--- config.mk ---
export PLATFORM = sky130hd
export DESIGN_NAME = markov_prefetch
export DESIGN_NICKNAME = d
export VERILOG_FILES = /design/src/rtl/markov_prefetch.sv
export SDC_FILE = /design/constraint.sdc
export NUM_CORES = 2
export LEC_CHECK = 0
export CAP_MARGIN = 25
export CORE_UTILIZATION = 55
export CTS_BUF_LIST = sky130_fd_sc_hd__clkbuf_4 sky130_fd_sc_hd__clkbuf_8 sky130_fd_sc_hd__clkbuf_16
export DETAILED_ROUTE_END_ITERATION = 16
export PLACE_DENSITY = 0.71
export SLEW_MARGIN = 20
export SYNTH_ARGS = -nofsm -noshare
export SYNTH_HDL_FRONTEND = slang
export SYNTH_SLANG_ARGS = --single-unit
export TNS_END_PERCENT = 50
--- constraint.sdc ---
create_clock -name clk -period 11.6 [get_ports clk]
set_input_delay 2.32 -clock clk [delete_from_list [all_inputs] [get_ports clk]]
set_output_delay 2.32 -clock clk [all_outputs]
set_load 0.01 [all_outputs]
--- src/rtl/markov_prefetch.sv ---
module markov_prefetch #(
  parameter int ENTRIES = 12,
  parameter int AW      = 32
) (
  input  logic          clk,
  input  logic          rst_n,
  input  logic          acc_valid,
  input  logic [AW-1:0] acc_addr,
  output logic          pf_valid,
  output logic [AW-1:0] pf_addr
);
  localparam int IW = (ENTRIES > 1) ? $clog2(ENTRIES) : 1;
  localparam logic [IW-1:0] MAXAGE = IW'(ENTRIES - 1);

  typedef logic [ENTRIES-1:0][IW-1:0] age_t;

  logic [ENTRIES-1:0] vld;
  logic [AW-1:0]      trig [ENTRIES];
  logic [AW-1:0]      succ [ENTRIES];
  age_t               age, age_a, age_b;
  logic               last_valid;
  logic [AW-1:0]      last_addr;

  logic [ENTRIES-1:0] hit_vec, own_vec, vic_vec;
  logic [IW-1:0]      hit_idx, own_idx, vic_idx, wr_idx;
  logic               hit, own, wr_en, ins, keep_hit;

  function automatic age_t touch(input age_t a, input logic [IW-1:0] k);
    age_t r;
    logic [IW-1:0] old;
    old = a[k];
    for (int i = 0; i < ENTRIES; i++) begin
      if (IW'(i) == k)     r[i] = '0;
      else if (a[i] < old) r[i] = a[i] + IW'(1);
      else                 r[i] = a[i];
    end
    return r;
  endfunction

  always_comb begin
    hit_idx = '0;
    own_idx = '0;
    vic_idx = '0;
    for (int i = 0; i < ENTRIES; i++) begin
      hit_vec[i] = vld[i] && (trig[i] == acc_addr);
      own_vec[i] = vld[i] && (trig[i] == last_addr);
      vic_vec[i] = (age[i] == MAXAGE);
      if (hit_vec[i]) hit_idx = IW'(i);
      if (own_vec[i]) own_idx = IW'(i);
    end
    for (int i = ENTRIES - 1; i >= 0; i--)
      if (vic_vec[i]) vic_idx = IW'(i);
  end

  assign hit      = |hit_vec;
  assign own      = |own_vec;
  assign wr_en    = acc_valid && last_valid;
  assign ins      = wr_en && !own;
  assign wr_idx   = own ? own_idx : vic_idx;
  assign keep_hit = acc_valid && hit && !(ins && (vic_idx == hit_idx));

  always_comb begin
    age_a = wr_en ? touch(age, wr_idx) : age;
    age_b = keep_hit ? touch(age_a, hit_idx) : age_a;
  end

  always_ff @(posedge clk) begin
    if (!rst_n) begin
      vld        <= '0;
      age        <= {ENTRIES{MAXAGE}};
      last_valid <= 1'b0;
      last_addr  <= '0;
      pf_valid   <= 1'b0;
      pf_addr    <= '0;
    end else begin
      pf_valid <= acc_valid && hit;
      if (acc_valid) begin
        last_valid <= 1'b1;
        last_addr  <= acc_addr;
        age        <= age_b;
        if (hit) pf_addr <= succ[hit_idx];
        if (wr_en) vld[wr_idx] <= 1'b1;
      end
    end
  end

  always_ff @(posedge clk) begin
    if (wr_en) begin
      trig[wr_idx] <= last_addr;
      succ[wr_idx] <= acc_addr;
    end
  end

  p_after_access_r2: assert property (@(posedge clk) disable iff (!rst_n)
    pf_valid |-> $past(acc_valid));

  p_idle_quiet_r3: assert property (@(posedge clk) disable iff (!rst_n)
    !acc_valid |=> !pf_valid);

  p_first_no_entry_r4: assert property (@(posedge clk) disable iff (!rst_n)
    (acc_valid && !last_valid) |=> ($countones(vld) == $past($countones(vld))));

  p_occupancy_grows_r6: assert property (@(posedge clk) disable iff (!rst_n)
    ($countones(vld) >= $past($countones(vld))));

  p_one_victim_r6: assert property (@(posedge clk) disable iff (!rst_n)
    (&vld) |-> ($countones(vic_vec) == 1));

  p_miss_silent_r8: assert property (@(posedge clk) disable iff (!rst_n)
    (acc_valid && !hit) |=> !pf_valid);
endmodule

==> impl_metrics.csv <==
group,metric,value,unit
sta,finClkSkew,37.8,ps
global_route,grt_use_met3,0.0700,
sta,maxSlewViolCount,0,
detailed_routing,drc,0,
floorplanning,die_y,295,µm
setup_path,required,12150,ps
clocking,cts_hold_buf,0,
synth,synth.distinct_cells,105,
synth,synth_top_family_by_area,"XOR/XNOR gates",
floorplanning,die_area,0.0870,mm²
synth,synth.avg_cell_area,11.1,µm²
global_route,antenna_found_initial,6,
pwr,cellInternalPower,6.07,mW
setup_path,cp_max_fo,12,
setup_path,path_common_cell,"o21ai_0",
cells_and_area,fill_cells,6786,
run,max_cap_violations,0,
cells_and_area,multi_input_area,0.0205,mm²
detailed_routing,avgRoutedWirePerCell,29.7,µm
pwr,pwr-share-seq,0.432,
clocking,clk_pin_slew,60,ps
cells_and_area,register_area,0.0256,mm²
cells_and_area,syn2layout_area_growth,11.9,%
pwr,p_comb_frac,0.184,
synth,ys.flop_type,"edfxtp_1",
sta,fmax,0.0978,GHz
global_route,grt-ovfl-total,0,
sta,tightest_slew,1140,ps
detailed_routing,vias_per_cell,6.51,
synth,synth-xor-area-share,0.152,
synth,synth-compound-area-share,0.0838,
synth,muxShareOfSynthArea,0.0179,
synth,synth_adder_area_share,0.0227,
cells_and_area,design_area,0.0528,mm²
floorplanning,chipWidth,295,µm
sta,layout_min_cycle_time,10230,ps
detailed_routing,wl,164,mm
synth,synthArstFlopShare,0,
detailed_routing,via_count,36000,
detailed_routing,drt_first_iter_violations,4449,
global_route,grt_start_max_net_pins,81,
clocking,clk_path_buf_depth,3,
place,dpl.hpwl,109,mm
setup_path,cp_slowest_stage_delay,1070,ps
floorplanning,ios,68,
pwr,total_power,8.54,mW
sta,rsz0062_at_grt,"no",
synth,syn_inst,4238,
setup_path,cp-end-kind,"flip-flop",
clocking,clkSinkCount,894,
pwr,p_sw,2.47,mW
hold_path,hp-class,"reg -> reg",
place,numPortBuffers,67,
sta,setup_tns,0,ps
floorplanning,initial_core_util,0.555,
clocking,clk_latency,690,ps
pwr,clockPowerShare,0.384,
synth,synth_edf_count,768,
global_route,grt_pass1_wl,234,mm
cells_and_area,nets,4416,
synth,synth_seq_cells,894,
setup_path,cp.arrival,10780,ps
sta,hold_viol_final,0,
synth,yosys_warnings,0,
cells_and_area,layout-drive-gt1-share,0.0993,
detailed_routing,ant_nets,0,
pwr,vdd_drop_max,0.137,mV
sta,period_share,0.882,
global_route,grt_pass1_vias,34000,
clocking,cts_resized,0,
floorplanning,core,0.0851,mm²
clocking,cts_max_level,3,
place,placed_area,0.0494,mm²
sta,setup_viol,0,
pwr,power.density,162,mW/mm²
pwr,p_sw_frac,0.289,
global_route,grt.met2_usage,0.569,
status,status,"finished, final reports clean",
setup_path,critPathKind,"reg -> reg",
setup_path,cpMaxStageDelayCell,"dfxtp_1",
detailed_routing,first_pass_iters,5,
global_route,use_met1,0.511,
synth,synthSimpleGateAreaFrac,0.152,
global_route,grt-busiest-layer,"met2",
clocking,cts_tree,"done",
floorplanning,rows,107,
clocking,root_buffer,"clkbuf_16",
setup_path,critPathLaunchType,"flip-flop",
pwr,leakagePower,19.2,nW
synth,syn-cell-area,0.0472,mm²
global_route,grt_util_all_layers,0.373,
synth,synth_nets,4357,
clocking,cts_setup_buffers,0,
sta,relSlewSlack,0.239,
clocking,cts_buffers,95,
synth,ys_seq_area_frac,0.542,
place,gp_congestion,1.01,
cell type report:
| type | instances | area share |
|---|---|---|
| inverters | 63 | 0.00455 |
| multi-input cells | 3030 | 0.388 |
| clock inverters | 56 | 0.0136 |
| clock buffers | 124 | 0.0509 |
| well taps | 1144 | 0.0271 |
| diodes | 2 | 0.0000947 |
| repair buffers | 213 | 0.0317 |
| flip-flops and latches | 894 | 0.484 |
worst max-delay path, delay by kind of cell, from the launching register on:
kind                       cells  cell delay, ps
DFF                            1            1070
buffers and inverters          3             700
adders and majority gates      2             660
muxes                          2             410
xor gates and xnor gates       3             560
AOI/OAI and AO/OA             14            3530
and+or+nand+nor               10            3150
power groups by stage:
stage | Sequential, mW | Clock (mW) | Combinational, mW
after floorplan | 3.72 | 0 | 1.05
after global placement | 3.75 | 0 | 1.51
after detailed placement | 3.75 | 0 | 1.52
after CTS | 3.69 | 3.30 | 1.53
after global routing | 3.70 | 3.41 | 1.69
final | 3.69 | 3.28 | 1.57
per-stage QoR:
stage          hold slack (ps)  setup slack (ps)  std cells   util
5_1_grt                    472               781       5525  0.620
4_1_cts                    452              1660       5523  0.620
6_report                   452              1370       5526  0.620
3_5_place_dp               445              1680       5343  0.580
3_3_place_gp               440              1890       5340  0.579
2_1_floorplan              450              1920       4238      -
state kept, by name, summed over array words and instances (netlist names):
register and count:
last_addr 32, age 48, succ 384, pf_addr 32, trig 384, last_valid 1
pf_valid 1, vld 12
cells by family (layout without fill, tap and decap cells):
kind of cell               count (synthesis)  count (layout)
AOI/OAI and AO/OA                        599             599
xor gates and xnor gates                 821             821
adders and majority gates                 86              86
buffers and inverters                    314             456
DFF                                      894             894
muxes                                     84              84
other                                      0               2
and+or+nand+nor                         1440            1440
cells in the mapped netlist (7+ instances only):
| master | n | area, µm² |
|---|---|---|
| o221ai_1 | 18 | 158 |
| o21ai_0 | 132 | 661 |
| a211oi_1 | 49 | 368 |
| edfxtp_1 | 768 | 23100 |
| nor4_1 | 184 | 1150 |
| o211ai_1 | 46 | 345 |
| nor3b_1 | 10 | 75.1 |
| buf_6 | 14 | 158 |
| and3b_1 | 9 | 78.8 |
| nand2b_1 | 42 | 263 |
| or3_1 | 16 | 100 |
| o22ai_1 | 24 | 150 |
| inv_1 | 62 | 233 |
| nand4_1 | 95 | 594 |
| o21a_1 | 16 | 120 |
| xor2_1 | 603 | 5280 |
| and3_1 | 33 | 206 |
| o41ai_1 | 9 | 78.8 |
| nor4b_1 | 13 | 114 |
| nand4b_1 | 11 | 96.3 |
| a21o_1 | 10 | 75.1 |
| nand3_1 | 106 | 531 |
| nor2_1 | 178 | 668 |
| mux2i_1 | 80 | 801 |
| or2_2 | 18 | 113 |
| a31oi_1 | 17 | 106 |
| nand2_1 | 559 | 2100 |
| nand3b_1 | 15 | 113 |
| xnor2_1 | 218 | 1910 |
| dfxtp_1 | 126 | 2520 |
| ha_1 | 84 | 1050 |
| nor3_1 | 66 | 330 |
| or4_1 | 23 | 173 |
| buf_2 | 30 | 150 |
| buf_4 | 18 | 135 |
| clkbuf_1 | 154 | 578 |
| buf_1 | 35 | 131 |
| o31ai_1 | 10 | 75.1 |
| nor2b_1 | 14 | 87.6 |
| a21oi_1 | 166 | 831 |
| a21boi_0 | 7 | 52.6 |
| and2_1 | 18 | 113 |
metal layers:
metal  routed length (µm)  vias up  part of all wire
met5                    0        -                 0
met4                 9230        0             0.056
met2                72400     2260              0.44
met1                64700    17700              0.39
li1                     -    15600                 -
met3                17500      462              0.11
worst paths after layout:
check,startpoint,endpoint,slack (ps),cells past startpoint
max,last_addr[12],age[6],1370,34
min,pf_addr[17],pf_addr[17],450,2
max reg2reg,last_addr[12],age[6],1370,34
min reg2reg,pf_addr[17],pf_addr[17],450,2
cells in the final DEF, fill, tap and decap left out, types with 18 or more instances in the layout:
master,count
a211oi_1,49
a21oi_1,164
and2_1,18
and3_1,33
buf_2,32
buf_4,143
clkbuf_16,96
clkdlybuf4s50_1,34
dfxtp_1,126
edfxtp_1,768
ha_1,84
inv_1,60
mux2i_1,80
nand2_1,558
nand2b_1,42
nand3_1,105
nand4_1,95
nor2_1,166
nor3_1,64
nor4_1,183
o211ai_1,46
o21ai_0,131
o221ai_1,18
o22ai_1,24
or2_2,18
or4_1,23
xnor2_1,218
xor2_1,603
No activity file was read; power rests on OpenSTA's default activity.
